File: src/rtl/fsc_pkg.sv
package fsc_pkg;

    typedef enum logic [1:0] {
        ST_IDLE = 2'd0,
        ST_BUSY = 2'd1,
        ST_PEND = 2'd2,
        ST_SUSP = 2'd3
    } fsc_state_e;

    typedef enum logic {
        OP_PROG  = 1'b0,
        OP_ERASE = 1'b1
    } fsc_op_e;

    localparam int FSR_RDY   = 7;
    localparam int FSR_ESUS  = 6;
    localparam int FSR_PFAIL = 4;
    localparam int FSR_PSUS  = 2;

endpackage

File: src/rtl/fsc_countdown.sv
module fsc_countdown #(
    parameter int W = 6
) (
    input  logic         clk,
    input  logic         rst_n,
    input  logic         load_i,
    input  logic [W-1:0] load_val_i,
    input  logic         dec_i,
    output logic [W-1:0] count_o
);

    logic [W-1:0] cnt_d, cnt_q;

    always_comb begin
        cnt_d = cnt_q;
        if (load_i) begin
            cnt_d = load_val_i;
        end else if (dec_i && cnt_q != '0) begin
            cnt_d = cnt_q - 1'b1;
        end
    end

    always_ff @(posedge clk or negedge rst_n) begin
        if (!rst_n) cnt_q <= '0;
        else        cnt_q <= cnt_d;
    end

    assign count_o = cnt_q;

    AST_LOAD_DEC_EXCL: assert property (@(posedge clk) disable iff (!rst_n)
        !(load_i && dec_i));

endmodule

File: src/rtl/fsc_sector_guard.sv
module fsc_sector_guard #(
    parameter int SEC_W = 3
) (
    input  logic             erase_parked_i,
    input  logic [SEC_W-1:0] parked_sector_i,
    input  logic [SEC_W-1:0] req_sector_i,
    output logic             blocked_o
);

    always_comb begin
        blocked_o = erase_parked_i && (req_sector_i == parked_sector_i);
    end

endmodule

File: src/rtl/flash_suspend_ctrl.sv
module flash_suspend_ctrl
    import fsc_pkg::*;
#(
    parameter int PROG_CYC  = 12,
    parameter int ERASE_CYC = 40,
    parameter int SUSP_LAT  = 5,
    parameter int SECTORS   = 8,
    localparam int SEC_W    = (SECTORS > 1) ? $clog2(SECTORS) : 1
) (
    input  logic             clk,
    input  logic             rst_n,
    input  logic             wren_i,
    input  logic             prog_i,
    input  logic             erase_i,
    input  logic             read_i,
    input  logic             suspend_i,
    input  logic             resume_i,
    input  logic [SEC_W-1:0] sector_i,
    output logic [7:0]       fsr_o,
    output logic             ready_o,
    output logic             rd_valid_o,
    output logic             wel_o
);

    localparam int MAX_OP  = (PROG_CYC > ERASE_CYC) ? PROG_CYC : ERASE_CYC;
    localparam int MAX_ALL = (MAX_OP > SUSP_LAT + 1) ? MAX_OP : SUSP_LAT + 1;
    localparam int CNT_W   = $clog2(MAX_ALL + 1);

    localparam logic [CNT_W-1:0] PROG_V  = CNT_W'(PROG_CYC);
    localparam logic [CNT_W-1:0] ERASE_V = CNT_W'(ERASE_CYC);
    localparam logic [CNT_W-1:0] LAT_V   = CNT_W'(SUSP_LAT);
    localparam logic [CNT_W-1:0] LAT_P1  = CNT_W'(SUSP_LAT + 1);
    localparam logic [CNT_W-1:0] ONE_V   = CNT_W'(1);

    typedef struct packed {
        fsc_state_e       st;
        fsc_op_e          op;
        logic [SEC_W-1:0] esec;
        logic             wel;
        logic             psus;
        logic             esus;
        logic             pfail;
        logic             rdv;
    } ctl_t;

    ctl_t ctl_d, ctl_q;

    logic             rem_load, rem_dec;
    logic [CNT_W-1:0] rem_val, rem_cnt;
    logic             lat_load, lat_dec;
    logic [CNT_W-1:0] lat_cnt;
    logic             nest_load, nest_dec;
    logic [CNT_W-1:0] nest_cnt;
    logic             nest_busy;
    logic             blocked;

    fsc_countdown #(.W(CNT_W)) i_rem (
        .clk(clk), .rst_n(rst_n), .load_i(rem_load), .load_val_i(rem_val),
        .dec_i(rem_dec), .count_o(rem_cnt)
    );

    fsc_countdown #(.W(CNT_W)) i_lat (
        .clk(clk), .rst_n(rst_n), .load_i(lat_load), .load_val_i(LAT_V),
        .dec_i(lat_dec), .count_o(lat_cnt)
    );

    fsc_countdown #(.W(CNT_W)) i_nest (
        .clk(clk), .rst_n(rst_n), .load_i(nest_load), .load_val_i(PROG_V),
        .dec_i(nest_dec), .count_o(nest_cnt)
    );

    fsc_sector_guard #(.SEC_W(SEC_W)) i_guard (
        .erase_parked_i ((ctl_q.st == ST_SUSP) && (ctl_q.op == OP_ERASE)),
        .parked_sector_i(ctl_q.esec),
        .req_sector_i   (sector_i),
        .blocked_o      (blocked)
    );

    assign nest_busy = (nest_cnt != '0);

    always_comb begin
        ctl_d     = ctl_q;
        ctl_d.rdv = 1'b0;
        rem_load  = 1'b0;
        rem_val   = PROG_V;
        rem_dec   = 1'b0;
        lat_load  = 1'b0;
        lat_dec   = 1'b0;
        nest_load = 1'b0;
        nest_dec  = 1'b0;

        if (wren_i) ctl_d.wel = 1'b1;

        unique case (ctl_q.st)
            ST_IDLE: begin
                ctl_d.rdv = read_i;
                if (prog_i && ctl_q.wel) begin
                    ctl_d.st  = ST_BUSY;
                    ctl_d.op  = OP_PROG;
                    ctl_d.wel = 1'b0;
                    rem_load  = 1'b1;
                    rem_val   = PROG_V;
                end else if (erase_i && ctl_q.wel) begin
                    ctl_d.st   = ST_BUSY;
                    ctl_d.op   = OP_ERASE;
                    ctl_d.esec = sector_i;
                    ctl_d.wel  = 1'b0;
                    rem_load   = 1'b1;
                    rem_val    = ERASE_V;
                end
            end
            ST_BUSY: begin
                rem_dec = 1'b1;
                if (rem_cnt == ONE_V) begin
                    ctl_d.st   = ST_IDLE;
                    ctl_d.psus = 1'b0;
                    ctl_d.esus = 1'b0;
                end else if (suspend_i) begin
                    if (ctl_q.op == OP_PROG) ctl_d.psus = 1'b1;
                    else                     ctl_d.esus = 1'b1;
                    if (rem_cnt > LAT_P1) begin
                        ctl_d.st = ST_PEND;
                        lat_load = 1'b1;
                    end
                end
            end
            ST_PEND: begin
                rem_dec = 1'b1;
                lat_dec = 1'b1;
                if (lat_cnt == ONE_V) ctl_d.st = ST_SUSP;
            end
            ST_SUSP: begin
                if (nest_busy) begin
                    nest_dec = 1'b1;
                end else begin
                    ctl_d.rdv = read_i && !blocked;
                    if (resume_i) begin
                        ctl_d.st   = ST_BUSY;
                        ctl_d.psus = 1'b0;
                        ctl_d.esus = 1'b0;
                    end else if (prog_i && ctl_q.op == OP_ERASE) begin
                        if (blocked) begin
                            ctl_d.pfail = 1'b1;
                        end else if (ctl_q.wel) begin
                            ctl_d.wel = 1'b0;
                            nest_load = 1'b1;
                        end
                    end
                end
            end
            default: ctl_d.st = ST_IDLE;
        endcase
    end

    always_ff @(posedge clk or negedge rst_n) begin
        if (!rst_n) begin
            ctl_q.st    <= ST_IDLE;
            ctl_q.op    <= OP_PROG;
            ctl_q.esec  <= '0;
            ctl_q.wel   <= 1'b0;
            ctl_q.psus  <= 1'b0;
            ctl_q.esus  <= 1'b0;
            ctl_q.pfail <= 1'b0;
            ctl_q.rdv   <= 1'b0;
        end else begin
            ctl_q <= ctl_d;
        end
    end

    always_comb begin
        ready_o            = ((ctl_q.st == ST_IDLE) || (ctl_q.st == ST_SUSP)) && !nest_busy;
        fsr_o              = 8'h00;
        fsr_o[FSR_RDY]     = ready_o;
        fsr_o[FSR_ESUS]    = ctl_q.esus;
        fsr_o[FSR_PFAIL]   = ctl_q.pfail;
        fsr_o[FSR_PSUS]    = ctl_q.psus;
        rd_valid_o         = ctl_q.rdv;
        wel_o              = ctl_q.wel;
    end

    AST_SUSP_FLAGS_EXCL: assert property (@(posedge clk) disable iff (!rst_n)
        !(fsr_o[FSR_PSUS] && fsr_o[FSR_ESUS]));

    AST_PARK_AFTER_LAT: assert property (@(posedge clk) disable iff (!rst_n)
        ($rose(fsr_o[FSR_RDY]) && (fsr_o[FSR_PSUS] || fsr_o[FSR_ESUS]))
        |-> ($past(ctl_q.st) == ST_PEND || $past(nest_busy)));

    AST_BLOCKED_PROG: assert property (@(posedge clk) disable iff (!rst_n)
        (ctl_q.st == ST_SUSP && !nest_busy && !resume_i && prog_i && blocked && !wren_i)
        |=> (fsr_o[FSR_PFAIL] && wel_o == $past(wel_o)));

    AST_IDLE_SUSPEND: assert property (@(posedge clk) disable iff (!rst_n)
        (ctl_q.st == ST_IDLE && suspend_i && !prog_i && !erase_i && !wren_i)
        |=> (fsr_o == $past(fsr_o) && wel_o == $past(wel_o)));

    AST_RESUME_CLEARS: assert property (@(posedge clk) disable iff (!rst_n)
        (ctl_q.st == ST_SUSP && !nest_busy && resume_i)
        |=> (!fsr_o[FSR_RDY] && !fsr_o[FSR_ESUS] && !fsr_o[FSR_PSUS]));

    AST_RDV_NEEDS_READ: assert property (@(posedge clk) disable iff (!rst_n)
        rd_valid_o |-> $past(read_i));

endmodule

File: config.mk
export PLATFORM = sky130hd
export DESIGN_NAME = flash_suspend_ctrl
export DESIGN_NICKNAME = d
export VERILOG_FILES = /design/src/rtl/fsc_pkg.sv /design/src/rtl/fsc_countdown.sv /design/src/rtl/fsc_sector_guard.sv /design/src/rtl/flash_suspend_ctrl.sv
export SDC_FILE = /design/constraint.sdc
export NUM_CORES = 1
export LEC_CHECK = 0
export ABC_AREA = 0
export BUFFER_PORTS_ARGS = -buffer_cell sky130_fd_sc_hd__buf_2
export CAP_MARGIN = 0
export CORE_MARGIN = 2
export CORE_UTILIZATION = 40
export DETAILED_ROUTE_END_ITERATION = 8
export GPL_TIMING_DRIVEN = 0
export MAX_ROUTING_LAYER = met4
export PLACE_DENSITY = 0.63
export SLEW_MARGIN = 40
export SYNTH_ARGS = -nofsm -noshare
export SYNTH_HDL_FRONTEND = slang
export SYNTH_HIERARCHICAL = 1
export SYNTH_SLANG_ARGS = --single-unit
File: constraint.sdc
create_clock -name clk -period 4.3 [get_ports clk]
set_clock_uncertainty 0.2 [all_clocks]
set_input_delay 0.86 -clock clk [delete_from_list [all_inputs] [get_ports clk]]
set_output_delay 0.86 -clock clk [all_outputs]
set_load 0.05 [all_outputs]
Word level (Yosys, flattened, before mapping)
Index checks and enable logic that the tools add are counted.
- flip-flop bits (word level): 29
- output and inout port bits: 11
- $add $sub $neg: 3
- $lt $le $gt $ge: 1
- equality and inequality tests: 14
- multiplexer cells: 53
- bitwise operators: 3
- reduce and logical (&&, ||, !) cells: 29
- operator list (operator ; number):
    $mux W6 ; 9
    $mux W1 ; 28
    $mux W2 ; 9
    $reduce_bool A6 Y1 ; 3
    $sub A6 B1 Y6 const B ; 3
    $ne A3 B3 Y1 const B ; 5
    $reduce_and A5 Y1 ; 3
    $eq A6 B1 Y1 const B ; 2
    $logic_and A1 B1 Y1 ; 10
    $reduce_bool A2 Y1 ; 5
    $pmux W2 S4 ; 1
    $mux W7 ; 1
    $gt A6 B3 Y1 const B ; 1
    $ne A2 B2 Y1 const B ; 3
    $reduce_and A6 Y1 ; 1
    $mux W5 ; 1
    $eq A2 B2 Y1 const B ; 2
    $pmux W1 S2 ; 2
    $pmux W2 S2 ; 1
    $eq A3 B3 Y1 ; 1
    $mux W3 ; 1
    $not A1 Y1 ; 3
    $reduce_and A3 Y1 ; 1
    $eq A2 B1 Y1 const B ; 1
    other kinds (5) ; 6

Logic depth before layout (Yosys ltp)
- depth after elaboration: 9
- gate-level depth with buffers: 11
- depth with buffers taken out: 9

Hierarchy
Netlist, hierarchy kept.
- by module, submodules not included (module ; times used ; cells each ; area an instance (sq um) ; sequential area each (sq um)):
    fsc_countdown ; 3 ; 42 ; 407.9 ; 150.1
    flash_suspend_ctrl ; 1 ; 92 ; 773.2 ; 275.3
    fsc_sector_guard ; 1 ; 4 ; 35.0 ; 0.0

Worst setup path before layout
No wires, ideal clock.
- path type: register -> output
- from: register i_nest.cnt_q[1] (netlist: i_nest/count_o[1])
- to: output port fsr_o[7]
- arrival: 2287 ps
- data required time: 3240 ps
- setup slack: 953 ps
- stages on the path, launching flop included: 5
- path buffers: 1
- cell sequence: dfrtp_1 -> or4_4 -> or3_1 -> nor2_1 -> buf_4
- longest elaborated chain between the ends: 3
- RTL lines (item ; RTL line ; text):
    start, declared ; fsc_countdown.sv:12 ; logic [W-1:0] cnt_d, cnt_q;
    start signal, assigned ; fsc_countdown.sv:25 ; else cnt_q <= cnt_d;
    $reduce_bool A6 Y1 ; flash_suspend_ctrl.sv:79 ; assign nest_busy = (nest_cnt != '0);
    $logic_not A1 Y1 ; flash_suspend_ctrl.sv:171 ; ready_o = ((ctl_q.st == ST_IDLE) || (ctl_q.st == ST_SUSP)) && !nest_busy;
    $logic_and A1 B1 Y1 ; flash_suspend_ctrl.sv:171 ;
    end, declared ; flash_suspend_ctrl.sv:19 ; output logic [7:0] fsr_o,
Every way passes these cells.

Final worst setup path
Same ends and word-level chain as after synthesis.

==> results.tsv <==
stage	metric	value	unit
status	run status	finished, final reports clean	
sta	setup violators final	0	
clock_network	H-Tree Level Count	2	
critical_path	crit path kind	register to output pin	
clock_network	CTS tree	done	
clock_network	Clock Latency Late Sink	280	ps
cells_and_area	n_diodes	0	
die	die width	75.3	um
synthesis	most common cell in the netlist	dfrtp_1	
detailed_routing	DRC viols	0	
sta	RSZ-0062 raised after global routing	no	
critical_path	crit path max fanout	5	
global_routing	number of global-route vias before repair	1636	
clock_network	Reg clk slew, reported paths	70	ps
sta	Pins Over Slew Limit	0	
detailed_routing	DR WL/cell	12.8	um
die	CORE AREA	4820	um2
synthesis	cell area after synthesis	2030	um2
cells_and_area	Area growth, synth to finish	15.7	%
die	io pins	22	
synthesis	Avg Cell Area, Syn	9.15	um2
sta	Period minus WS final	3190	ps
clock_network	cts hold-fix bufs	0	
placed_design	Final GP Congestion	0.841	
die	Starting Density	0.422	
synthesis	Post-synth EDFFs	0	
power	Leak Pwr	1.05	nW
synthesis	Seq/Total Area, Yosys	0.357	
detailed_routing	first-iteration detailed-routing DRC count	92	
critical_path	Setup crit end kind	output pin	
sta	Final Hold Fails	0	
clock_network	total CTS buffers	5	
critical_path	CP cell instances	or4_4, or3_1, nor2_1, buf_4, buf_2	
detailed_routing	routed vias	1775	
sta	Least-Margin Pin Slew	699	ps
global_routing	GRT overflow	0	
global_routing	first-pass GRT wire length	7330	um
synthesis	top_reg_cell synth	dfrtp_1	
sta	fin crit share	0.742	
critical_path	crit path DAT	2130	ps
sta	headroom to the max-slew limit	0.534	
placed_design	buffers added on ports	17	
critical_path	Crit-path slowest cell	or4_4	
clock_network	Post-CTS Setup Bufs	0	
die	die area	5670	um2
detailed_routing	Antenna Nets Post-Route	0	
cells_and_area	final core occ	0.488	
run	number of maximum-capacitance violations	0	
synthesis	Post-Syn Instances	222	
synthesis	flop and latch count out of synthesis	29	
min_path	HP Class	register to register	
clock_network	Sinks on Clock Net	29	
critical_path	crit start category	register	
clock_network	Clock Tree Buf Depth	2	
detailed_routing	detailed-router iteration count before antenna repair	5	
die	row count	25	
power	Max IR drop VDD	207	uV
clock_network	post_cts resized	0	
critical_path	Critical Path RT	3240	ps
clock_network	Root Driver	clkbuf_8	
synthesis	share of the synthesized area in the top cell type	0.357	
die	die height	75.3	um
sta	Max Fclk	0.313	GHz
detailed_routing	post-DR vias/cell	5.35	
synthesis	Synth area leaders	dfrtp_1, ha_1, inv_1	
sta	setup TNS	0	ps
cells_and_area	layout cell share with drive strength beyond 1	0.177	
synthesis	Distinct cells, synth	47	
detailed_routing	Detailed Route WL	4260	um
critical_path	slowest stage delay, CP	560	ps
global_routing	initial antenna violation count	0	
global_routing	Tot GR Track Use	0.173	
global_routing	largest net degree at the start of global routing	30	
cells_and_area	Final #Nets	285	
placed_design	dpl hpwl	2980	um
synthesis	most frequent cells after synthesis	dfrtp_1, inv_1, nand2_1	
synthesis	Synth Warn #	6	
synthesis	cell taking the most area after synthesis	dfrtp_1	
power	pwr dens	619	nW/um2
synthesis	ys async rst share	1.00	
## worst max-delay path: cells and delay by family (launching register included)
kind,cells,cell delay (ps)
AND/OR/NAND/NOR,3,1050
buffers and inverters,2,370
flip-flops,1,430
## cell usage in the layout, fill, tap and decap left out, drive strengths merged, types with 3 or more instances in the layout
master   instances
a31oi            4
nand4bb          3
a221o            3
ha              10
or2              3
a2bb2oi          3
dfrtp           29
clkbuf          10
nor3b            5
nor2            10
o2111a           3
buf             25
o221ai           3
or4              4
o2111ai          3
a311o            6
a2111oi          3
a21oi           13
inv             23
conb            20
and2             4
xnor2            3
o31ai            3
or4b             7
o311a            3
nand3            6
nand2           23
nor3             8
o21ai            3
or3b             3
## state kept, by name (all words and copies together), names as in the netlist, named ones only
register        cells
i_lat/count_o       6
i_nest/count_o      6
i_rem/count_o       6
ctl_q               5
fsr_o               3
rd_valid_o          1
wel_o               1
## metrics by stage
stage	hold WS (ps)	area [um2]	worst slack, ps	instances	total power [W]
floorplan	238	2100	953	240	0.00107
global route	312	2350	993	332	0.00159
detailed placement	267	2270	1350	324	0.00124
global placement	264	2270	1330	324	0.00122
finish	288	2350	1110	332	0.00145
CTS	289	2350	1100	332	0.00146
## power by group
group	switching, W	internal (W)
combinational	0.000390	0.000301
clock	0.000106	0.000112
sequential	0.000155	0.000391
## path summary, 6_finish.rpt
kind	from	end	slack, ps	cells past startpoint
max in group asynchronous	rst_n	i_lat/count_o[2]	3020	1
hold / removal	fsr_o[4]	fsr_o[4]	290	1
setup / recovery	i_nest/count_o[1]	fsr_o[7]	1110	5
hold reg to reg	fsr_o[4]	fsr_o[4]	290	1
min in group asynchronous	rst_n	i_rem/count_o[1]	420	1
setup reg to reg	i_nest/count_o[1]	i_nest/count_o[5]	1330	8
## kinds of logic (layout without fill, tap and decap cells)
group	Yosys count	after routing	synth area share
simple gates	86	86	0.257
compound gates	56	56	0.220
buf+inv	35	60	0.0794
flops	29	29	0.357
fa+ha+maj	10	10	0.0616
xor+xnor	3	3	0.0129
other cells	2	20	0.00370
mux	1	1	0.00739
## routing by layer
| layer | GRT usage | wire (um) | vias up |
|---|---|---|---|
| met5 | - | 0 | - |
| met4 | 0.0682 | 85 | 0 |
| met3 | 0.0415 | 163 | 10 |
| met2 | 0.273 | 1890 | 38 |
| met1 | 0.215 | 2120 | 834 |
| li1 | - | - | 893 |
## final cells by class
type	instances	area [um2]
clock buffers	6	72.6
inverters	23	86.3
multi-input cells	176	1210
well taps	67	83.8
flip-flops and latches	29	726
repair buffers	17	85.1
fillers	494	2470
clock inverters	2	10.0
plain buffers	12	75.1
(Power assumes the default switching activity.)
